**src/rtl/flashCmdPkg.sv**
```systemverilog
package flashCmdPkg;

  typedef enum logic [3:0] {
    ST_IDLE,
    ST_UNLOCK1,
    ST_UNLOCK2,
    ST_PG_WAIT,
    ST_DW_FIRST,
    ST_DW_SECOND,
    ST_CR_WAIT,
    ST_XBY_WAIT,
    ST_BUSY
  } cmdState_e;

  typedef enum logic [1:0] {
    RD_ARRAY,
    RD_IDENT,
    RD_STATUS
  } rdSel_e;

  typedef struct packed {
    logic latchFirst;
    logic startSingle;
    logic startDouble;
    logic loadCfg;
    logic setErr;
    logic clearErr;
  } dpStrobe_t;

  localparam logic [7:0] CMD_UNLOCK1 = 8'hAA;
  localparam logic [7:0] CMD_UNLOCK2 = 8'h55;
  localparam logic [7:0] CMD_IDENT   = 8'h90;
  localparam logic [7:0] CMD_PROGRAM = 8'hA0;
  localparam logic [7:0] CMD_DOUBLE  = 8'h40;
  localparam logic [7:0] CMD_CONFIG  = 8'h60;
  localparam logic [7:0] CMD_BYPASS  = 8'h20;
  localparam logic [7:0] CMD_RESET   = 8'hF0;
  localparam logic [7:0] CMD_CFG_OK  = 8'h03;
  localparam logic [7:0] CMD_XBY_OK  = 8'h00;

  localparam int UNLOCK_AW = 11;
  localparam logic [UNLOCK_AW-1:0] UNLOCK_ADDR_A = 11'h555;
  localparam logic [UNLOCK_AW-1:0] UNLOCK_ADDR_B = 11'h2AA;

endpackage

```
**src/rtl/flashCmdCtrl.sv**
```systemverilog
module flashCmdCtrl
  import flashCmdPkg::*;
(
  input  logic      clk,
  input  logic      rstN,
  input  logic      wrEn,
  input  logic [UNLOCK_AW-1:0] wrAddrLow,
  input  logic [7:0] wrDataLow,
  input  logic      progDone,
  input  logic      dwAddrMatch,
  output dpStrobe_t strb,
  output rdSel_e    rdSel
);

  cmdState_e state, stateNext;
  logic bypass, bypassNext;
  logic autoSel, autoSelNext;
  logic atAddrA, atAddrB, resetCmd, resetAllowed;

  assign atAddrA  = (wrAddrLow == UNLOCK_ADDR_A);
  assign atAddrB  = (wrAddrLow == UNLOCK_ADDR_B);
  assign resetCmd = (wrDataLow == CMD_RESET);
  assign resetAllowed = (state == ST_IDLE) || (state == ST_UNLOCK1) ||
                        (state == ST_UNLOCK2) || (state == ST_CR_WAIT) ||
                        (state == ST_XBY_WAIT);

  always_comb begin
    stateNext   = state;
    bypassNext  = bypass;
    autoSelNext = autoSel;
    strb        = '0;
    if (wrEn && resetAllowed && resetCmd) begin
      stateNext     = ST_IDLE;
      bypassNext    = 1'b0;
      autoSelNext   = 1'b0;
      strb.clearErr = 1'b1;
    end else if (wrEn) begin
      case (state)
        ST_IDLE: begin
          autoSelNext = 1'b0;
          if (bypass) begin
            case (wrDataLow)
              CMD_PROGRAM: stateNext = ST_PG_WAIT;
              CMD_DOUBLE:  stateNext = ST_DW_FIRST;
              CMD_IDENT:   stateNext = ST_XBY_WAIT;
              default:     stateNext = ST_IDLE;
            endcase
          end else if (atAddrA && wrDataLow == CMD_UNLOCK1) begin
            stateNext = ST_UNLOCK1;
          end
        end
        ST_UNLOCK1: begin
          if (atAddrB && wrDataLow == CMD_UNLOCK2) stateNext = ST_UNLOCK2;
          else                                     stateNext = ST_IDLE;
        end
        ST_UNLOCK2: begin
          stateNext = ST_IDLE;
          if (atAddrA) begin
            case (wrDataLow)
              CMD_IDENT:   autoSelNext = 1'b1;
              CMD_PROGRAM: stateNext   = ST_PG_WAIT;
              CMD_DOUBLE:  stateNext   = ST_DW_FIRST;
              CMD_CONFIG:  stateNext   = ST_CR_WAIT;
              CMD_BYPASS:  bypassNext  = 1'b1;
              default:     stateNext   = ST_IDLE;
            endcase
          end
        end
        ST_PG_WAIT: begin
          strb.startSingle = 1'b1;
          stateNext        = ST_BUSY;
        end
        ST_DW_FIRST: begin
          strb.latchFirst = 1'b1;
          stateNext       = ST_DW_SECOND;
        end
        ST_DW_SECOND: begin
          if (dwAddrMatch) begin
            strb.startDouble = 1'b1;
            stateNext        = ST_BUSY;
          end else begin
            strb.setErr = 1'b1;
            stateNext   = ST_IDLE;
          end
        end
        ST_CR_WAIT: begin
          if (wrDataLow == CMD_CFG_OK) strb.loadCfg = 1'b1;
          stateNext = ST_IDLE;
        end
        ST_XBY_WAIT: begin
          if (wrDataLow == CMD_XBY_OK) bypassNext = 1'b0;
          stateNext = ST_IDLE;
        end
        default: stateNext = state;
      endcase
    end
    if (state == ST_BUSY && progDone) stateNext = ST_IDLE;
  end

  always_ff @(posedge clk) begin
    if (!rstN) begin
      state   <= ST_IDLE;
      bypass  <= 1'b0;
      autoSel <= 1'b0;
    end else begin
      state   <= stateNext;
      bypass  <= bypassNext;
      autoSel <= autoSelNext;
    end
  end

  always_comb begin
    if (state == ST_BUSY) rdSel = RD_STATUS;
    else if (autoSel)     rdSel = RD_IDENT;
    else                  rdSel = RD_ARRAY;
  end

  AST_BUSY_KEEPS_BYPASS: assert property (@(posedge clk) disable iff (!rstN)
    (state == ST_BUSY && wrEn) |=> $stable(bypass));

  AST_STROBE_EXCL: assert property (@(posedge clk) disable iff (!rstN)
    $onehot0({strb.latchFirst, strb.startSingle, strb.startDouble,
              strb.loadCfg, strb.setErr, strb.clearErr}));

  AST_BUSY_NO_STROBE: assert property (@(posedge clk) disable iff (!rstN)
    (state == ST_BUSY) |-> !(strb.startSingle || strb.startDouble || strb.loadCfg));

endmodule

```
**src/rtl/flashCmdData.sv**
```systemverilog
module flashCmdData
  import flashCmdPkg::*;
#(
  parameter int ADDR_W     = 19,
  parameter int DATA_W     = 16,
  parameter int NUM_BLOCKS = 128,
  parameter logic [7:0] MAKER_CODE  = 8'h20,
  parameter logic [7:0] DEVICE_CODE = 8'hA0,
  parameter int BUSY_BIT   = 6
) (
  input  logic              clk,
  input  logic              rstN,
  input  logic [ADDR_W-1:0] wrAddr,
  input  logic [DATA_W-1:0] wrData,
  input  logic [ADDR_W-1:0] rdAddr,
  input  logic [DATA_W-1:0] arrayData,
  input  logic [NUM_BLOCKS-1:0] blockProt,
  input  dpStrobe_t         strb,
  input  rdSel_e            rdSel,
  output logic              dwAddrMatch,
  output logic [DATA_W-1:0] rdData,
  output logic              progStart,
  output logic              progDouble,
  output logic [ADDR_W-1:0] progAddr,
  output logic [DATA_W-1:0] progData0,
  output logic [DATA_W-1:0] progData1,
  output logic              errFlag,
  output logic              cfgPowerDown
);

  localparam int BLK_W   = $clog2(NUM_BLOCKS);
  localparam int BLK_LSB = ADDR_W - BLK_W;
  localparam int CFG_W   = 16;
  localparam int PD_BIT  = 10;

  logic [CFG_W-1:0]  cfgReg;
  logic [ADDR_W-1:0] firstAddr;
  logic [DATA_W-1:0] firstData;
  logic [BLK_W-1:0]  blkSel;
  logic [DATA_W-1:0] identWord;
  logic [DATA_W-1:0] statusWord;

  assign dwAddrMatch = (wrAddr[ADDR_W-1:1] == firstAddr[ADDR_W-1:1]);

  always_ff @(posedge clk) begin
    if (!rstN) begin
      cfgReg     <= '0;
      firstAddr  <= '0;
      firstData  <= '0;
      progStart  <= 1'b0;
      progDouble <= 1'b0;
      progAddr   <= '0;
      progData0  <= '0;
      progData1  <= '0;
      errFlag    <= 1'b0;
    end else begin
      progStart <= strb.startSingle || strb.startDouble;
      if (strb.loadCfg) cfgReg <= wrAddr[CFG_W-1:0];
      if (strb.latchFirst) begin
        firstAddr <= wrAddr;
        firstData <= wrData;
      end
      if (strb.startSingle) begin
        progDouble <= 1'b0;
        progAddr   <= wrAddr;
        progData0  <= wrData;
        progData1  <= '0;
      end else if (strb.startDouble) begin
        progDouble <= 1'b1;
        progAddr   <= firstAddr;
        progData0  <= firstData;
        progData1  <= wrData;
      end
      if (strb.setErr)        errFlag <= 1'b1;
      else if (strb.clearErr) errFlag <= 1'b0;
    end
  end

  assign cfgPowerDown = cfgReg[PD_BIT];
  assign blkSel       = rdAddr[ADDR_W-1:BLK_LSB];

  always_comb begin
    identWord = '0;
    case (rdAddr[1:0])
      2'b00:   identWord[7:0] = MAKER_CODE;
      2'b01:   identWord[7:0] = DEVICE_CODE;
      2'b10:   identWord[0]   = blockProt[blkSel];
      default: identWord      = DATA_W'(cfgReg);
    endcase
  end

  generate
    for (genvar b = 0; b < DATA_W; b++) begin : g_status
      assign statusWord[b] = (b == BUSY_BIT);
    end
  endgenerate

  always_comb begin
    case (rdSel)
      RD_STATUS: rdData = statusWord;
      RD_IDENT:  rdData = identWord;
      default:   rdData = arrayData;
    endcase
  end

  AST_START_PULSE: assert property (@(posedge clk) disable iff (!rstN)
    progStart |=> !progStart);

  AST_CFG_HOLD: assert property (@(posedge clk) disable iff (!rstN)
    !strb.loadCfg |=> $stable(cfgReg));

  AST_ERR_NO_START: assert property (@(posedge clk) disable iff (!rstN)
    $rose(errFlag) |-> !progStart);

  AST_START_HOLDS_DATA: assert property (@(posedge clk) disable iff (!rstN)
    progStart |=> ($stable(progAddr) || progStart));

endmodule

```
**src/rtl/flashCmdIf.sv**
```systemverilog
module flashCmdIf
  import flashCmdPkg::*;
#(
  parameter int ADDR_W     = 19,
  parameter int DATA_W     = 16,
  parameter int NUM_BLOCKS = 128
) (
  input  logic              clk,
  input  logic              rstN,
  input  logic              wrEn,
  input  logic [ADDR_W-1:0] wrAddr,
  input  logic [DATA_W-1:0] wrData,
  input  logic [ADDR_W-1:0] rdAddr,
  output logic [DATA_W-1:0] rdData,
  input  logic [DATA_W-1:0] arrayData,
  input  logic [NUM_BLOCKS-1:0] blockProt,
  input  logic              progDone,
  output logic              progStart,
  output logic              progDouble,
  output logic [ADDR_W-1:0] progAddr,
  output logic [DATA_W-1:0] progData0,
  output logic [DATA_W-1:0] progData1,
  output logic              errFlag,
  output logic              cfgPowerDown
);

  dpStrobe_t strb;
  rdSel_e    rdSel;
  logic      dwAddrMatch;

  flashCmdCtrl u_ctrl (
    .clk        (clk),
    .rstN       (rstN),
    .wrEn       (wrEn),
    .wrAddrLow  (wrAddr[UNLOCK_AW-1:0]),
    .wrDataLow  (wrData[7:0]),
    .progDone   (progDone),
    .dwAddrMatch(dwAddrMatch),
    .strb       (strb),
    .rdSel      (rdSel)
  );

  flashCmdData #(
    .ADDR_W    (ADDR_W),
    .DATA_W    (DATA_W),
    .NUM_BLOCKS(NUM_BLOCKS)
  ) u_data (
    .clk         (clk),
    .rstN        (rstN),
    .wrAddr      (wrAddr),
    .wrData      (wrData),
    .rdAddr      (rdAddr),
    .arrayData   (arrayData),
    .blockProt   (blockProt),
    .strb        (strb),
    .rdSel       (rdSel),
    .dwAddrMatch (dwAddrMatch),
    .rdData      (rdData),
    .progStart   (progStart),
    .progDouble  (progDouble),
    .progAddr    (progAddr),
    .progData0   (progData0),
    .progData1   (progData1),
    .errFlag     (errFlag),
    .cfgPowerDown(cfgPowerDown)
  );

endmodule

```
**config.mk**
```make
export PLATFORM = sky130hd
export DESIGN_NAME = flashCmdIf
export DESIGN_NICKNAME = d
export VERILOG_FILES = /design/src/rtl/flashCmdPkg.sv /design/src/rtl/flashCmdCtrl.sv /design/src/rtl/flashCmdData.sv /design/src/rtl/flashCmdIf.sv
export SDC_FILE = /design/constraint.sdc
export NUM_CORES = 1
export LEC_CHECK = 0
export ABC_AREA = 1
export CORE_ASPECT_RATIO = 0.7
export CORE_MARGIN = 2
export CORE_UTILIZATION = 45
export DETAILED_ROUTE_END_ITERATION = 8
export DONT_BUFFER_PORTS = 1
export GPL_ROUTABILITY_DRIVEN = 0
export PLACE_DENSITY = 0.59
export SLEW_MARGIN = 40
export SYNTH_ARGS = -nofsm -noshare
export SYNTH_HDL_FRONTEND = slang
export SYNTH_SLANG_ARGS = --single-unit
```
**constraint.sdc**
```tcl
create_clock -name clk -period 2.3 [get_ports clk]
set_clock_uncertainty 0.15 [all_clocks]
set_input_delay 0.23 -clock clk [delete_from_list [all_inputs] [get_ports clk]]
set_output_delay 0.23 -clock clk [all_outputs]
set_load 0.02 [all_outputs]
```
Yosys cells after proc, flatten, opt, wreduce, memory -nomap -nowiden --
Index checks and enable logic that the tools add are counted.
Word-level totals: memories 0, register bits 111, output and inout port bits 71, bits of input ports 202, logic and storage cells 110, bits in latches 0, memory bits (read-only) 0, bits in writable memories 0
Operators by class: div/mod/pow operators 0, shift operators 0, multiplexer cells 40, $lt $le $gt $ge 1, multiply operators 0, equality and inequality tests 29, $add $sub $neg 0, bitwise gates (word level) 1, reduce and logical (&&, ||, !) cells 27
Operator list (number):
- 2-to-1 mux 19 bit | 2
- == test 8 bit (second input constant) | 4
- 2-to-1 mux 16 bit | 2
- one-hot mux 16 bit (2 select lines) | 1
- one-hot mux 4 bit (7 select lines) | 1
- == test 8 x 7 -> 1 bit (second input constant) | 3
- one-hot mux 7 bit (3 select lines) | 1
- == test 18 bit | 1
- 2-to-1 mux 1 bit | 18
- one-hot mux 3 bit (3 select lines) | 2
- == test 4 x 3 -> 1 bit (second input constant) | 4
- 2-to-1 mux 4 bit | 4
- == test 11 x 10 -> 1 bit (second input constant) | 1
- == test 11 bit (second input constant) | 1
- 2-to-1 mux 5 bit | 2
- == test 4 x 2 -> 1 bit (second input constant) | 2
- == test 8 x 2 -> 1 bit (second input constant) | 1
- == test 8 x 6 -> 1 bit (second input constant) | 1
- logical NOT 8 bit | 1
- less-than comparator 7 x 8 -> 1 bit (second input constant) | 1
- 2-to-1 mux 8 bit | 1
- nonzero test 2 bit | 4
- OR reduction 2 bit | 4
- binary-select mux 1 bit (select 7 bit) | 1
- other kinds (19) | 35

Depth between registers and ports, before layout --
depth in word-level cells 10, depth in mapped cells 14, depth with buffers taken out 13

Modules after synthesis --
From an unflattened synthesis, not the netlist that was laid out.
Second synthesis, totals: cells, all modules 1071, area total of the unflattened synthesis 6520.0 um2
Modules (own cells, without submodules):
- flashCmdData | area each 5671.7 um2, cells each 900, sequential area each 2102.0 um2, instances 1
- flashCmdCtrl | area each 848.3 um2, cells each 171, sequential area each 120.1 um2, instances 1

Least setup slack after synthesis --
No wires, ideal clock.
kind register -> output, start point register u_ctrl.state[0], end point output rdData[5], data arrival time 1.604 ns, cell stages (with the launch flop) 8, setup slack 0.316 ns, buffers on the path 1, cells stage by stage dfxtp_1 > nor2_1 > inv_1 > nor3_2 > nor2_1 > buf_2 > inv_1 > o21ai_0
Between the ends: longest elaborated chain between the ends 4, elaborated cells on any way between the ends 5
Ends and longest elaborated chain:
- start, declared | line flashCmdCtrl.sv:15 | cmdState_e state, stateNext;
- start signal, assigned | line flashCmdCtrl.sv:106 | state <= stateNext;
- == test 4 bit (*) | line flashCmdCtrl.sv:113 | if (state == ST_BUSY) rdSel = RD_STATUS;
- 2-to-1 mux 2 bit (*) | line flashCmdCtrl.sv:113
- == test 2 x 1 -> 1 bit / == test 2 bit (equally long branches) | line flashCmdData.sv:99 | case (rdSel)
- one-hot mux 16 bit (2 select lines) (*) | line flashCmdData.sv:99
- end, declared | line flashCmdIf.sv:14 | output logic [DATA_W-1:0] rdData,
Mark *: on every way between the ends. The rest lies on a longest branch, timed or not.

Final worst setup path --
start point register u_ctrl.state[0], end point output rdData[7]
Same word-level chain as after synthesis.

==> results.ini <==
[setup_path]
crit_path_start_kind=register
cpPeakStageDelay_ps=420
critPathCaptureType=output port
cp_cell_sequence=nor2_1, inv_1, nor3_4, nor2_4, inv_1, o21ai_0, buf_4
crit_type=reg2out
crit_arrival_ps=1760
timing.rr.start=u_ctrl.state[2]$_SDFFE_PP0P_
cp.required_ps=1920
cp_slowest_cell=dfxtp_1
cpMostUsedCell=inv_1
crit_start=u_ctrl.state[0]$_SDFFE_PP0P_
crit_path_max_fanout=15

[hold_path]
hold_path_class=in2reg
hp-start=wrData[13]

[power_and_ir_drop]
ir_drop_mv=0.333
cellPowerDensity_nw_per_um2=541
power_mw=3.98
leakage_nw=3.10

[synth]
synth-main-ff-cell=dfxtp_1
ys_seq_elements=111
seq_area_frac_synth_pct=34.3
yosysWarnings=0
synth_common_cells=306 x nand2_1, 136 x nand3_1, 116 x nor2_1, 111 x dfxtp_1, 94 x o21ai_0
synth_simple_gate_area_share_pct=40.3
syn_inst=1055
synth_top_family_by_area=simple AND/OR/NAND/NOR gates
synth_nets=1257
synth-edff-count=0
muxShareOfSynthArea_pct=0
synth_compound_area_share_pct=14.7
synthesis.area_um2=6470
yosysTopAreaCell=dfxtp_1
synthAdderAreaFrac_pct=0
ys_async_sr_fraction_pct=0
yosys-top-cells-area=dfxtp_1 34%, nand2_1 18%, nand3_1 11%
synth_area_per_cell_um2=6.14
synth_top_area_share_pct=34.3
synthXorXnorAreaFrac_pct=1.62
yosysMostFrequentCell=nand2_1
synth_cell_type_count=34

[final_layout]
post-route-util_pct=52.6
drive_gt1_share_pct=6.13
num_antenna_cells=0
fin_cells=1250
area_growth_pct=13.5
fin_nets=1257
fin_area_um2=7350

[timing]
slew_violations=0
setup_viol=0
hold_ws_ps=0.0145
hold_violations=0
relSlewSlack_pct=58.8
fmax_mhz=466
rsz0062_at_grt=true
period_needed_ps=2140
fin_crit_sh_pct=93.2
tightest_slew_ps=618

[placed_design]
port_buffers=0
dp_hpwl_um=14800
dp_cells=1196
place_area_um2=6620

[cts]
cts_root_buffer=clkbuf_16
clock-sinks=111
cts_made_buffers=9
clk_pin_slew_worst_paths_ps=80
cts_setup_buffers=0
cts-htree-levels=3
cts_tree=built
cts_buffer_depth=2
clock_latency_ps=350

[floorplanning]
start_util_pct=46.4
placeableCoreArea_um2=14000
rows=36
ioPinCount=273
fp.dieW_um=147
die_h_um=104
dieArea_um2=15400

[detailed_routing]
avgViaCountPerCell=5.37
vias=6714
drc=0
drt-initial-drc-count=572
antenna_left=0
first_pass_iters=5
wire_per_inst_um=16.8
routed_wl_um=21000

[status]
status=completed

[grt]
grt_use_total_pct=26.8
grt_first_pass_wirelength_um=32800
antenna_found_initial=0
grt_max_degree=88
overflow=0
grt_pass1_vias=6047

[flow_run]
maxCapViolations=0

[sequential cells by signal, indices dropped and copies added (netlist names)]
signal	cells
u_data.firstData	16
u_data.progStart	1
u_data.progData0	16
u_data.errFlag	1
u_ctrl.autoSel	1
u_ctrl.bypass	1
u_data.progAddr	19
u_data.cfgReg	16
u_data.progData1	16
u_data.progDouble	1
u_ctrl.state	4
u_data.firstAddr	19
[cell usage in the layout, fill, tap and decap left out, drive strengths merged, types with 3 or more instances in the layout]
master,Yosys,routed
nor4,3,3
nand4,18,18
dlygate4sd3,0,37
inv,78,83
a32o,12,12
clkbuf,42,10
dfxtp,111,111
nand2,309,309
xnor2,10,10
o21ai,95,95
nand3,136,136
nor2,130,130
nor3,12,12
buf,25,19
a21oi,60,60
[through the flow]
step	setup TNS, ps	setup WS (ps)
6_report	0	155
5_1_grt	-15.2	-15.2
4_1_cts	0	48.1
3_5_place_dp	0	192
3_3_place_gp	0	116
2_1_floorplan	0	316
[repair_timing]
action / in CTS / in global routing
setup endpoints to repair: 15 / 20
gates resized for setup: 2 / 5
hold buffers: 38 / 0
hold endpoints to repair: 106 / 0
[final cells by class]
cell class | count | area [µm²]
inverter | 78 | 293
timing repair buffer | 56 | 591
clock inverter | 6 | 58.8
multi-input combinational | 799 | 3710
tap | 190 | 238
sequential | 111 | 2220
fill | 1491 | 6610
clock buffer | 10 | 239
[worst paths after layout]
kind | to | slack [ps] | cells after the start
max | rdData[7] | 160 | 7
min | u_data.progData0[13]$_SDFFE_PN0P_ | 0.01 | 4
min reg2reg | u_data.firstData[13]$_SDFFE_PN0P_ | 310 | 2
max reg2reg | u_data.progData1[1]$_SDFFE_PP0P_ | 300 | 11
[kinds of logic (layout without fill, tap and decap cells)]
| family | count (synthesis) | after routing |
|---|---|---|
| compound gates | 174 | 174 |
| xor+xnor | 12 | 12 |
| buf+inv | 145 | 150 |
| flops | 111 | 111 |
| simple gates | 613 | 613 |
[report_power, final]
part           leakage (nW)  switching, mW  total, mW  internal, mW
Sequential            0.894       0.000997       1.92          1.92
Combinational          2.06          0.289      0.481         0.192
Clock                 0.145          0.780       1.58         0.797
Total                  3.10           1.07       3.98          2.91
[per-layer routing]
metal	up-vias	global-route usage (%)	part of all wire, %
met5	-	0	0
met1	2989	42.2	52
li1	3444	-	-
met3	21	7.15	8.5
met2	260	36.0	39
met4	0	4.81	1.0
[worst max-delay path: cells and delay by family, from the launching register on]
kind / cells / cell delay (ps)
AND/OR/NAND/NOR: 3 / 450
AO/OA/AOI/OAI: 1 / 160
buffers and inverters: 3 / 380
flip-flops: 1 / 420
No activity file was read; power rests on OpenSTA's default activity.
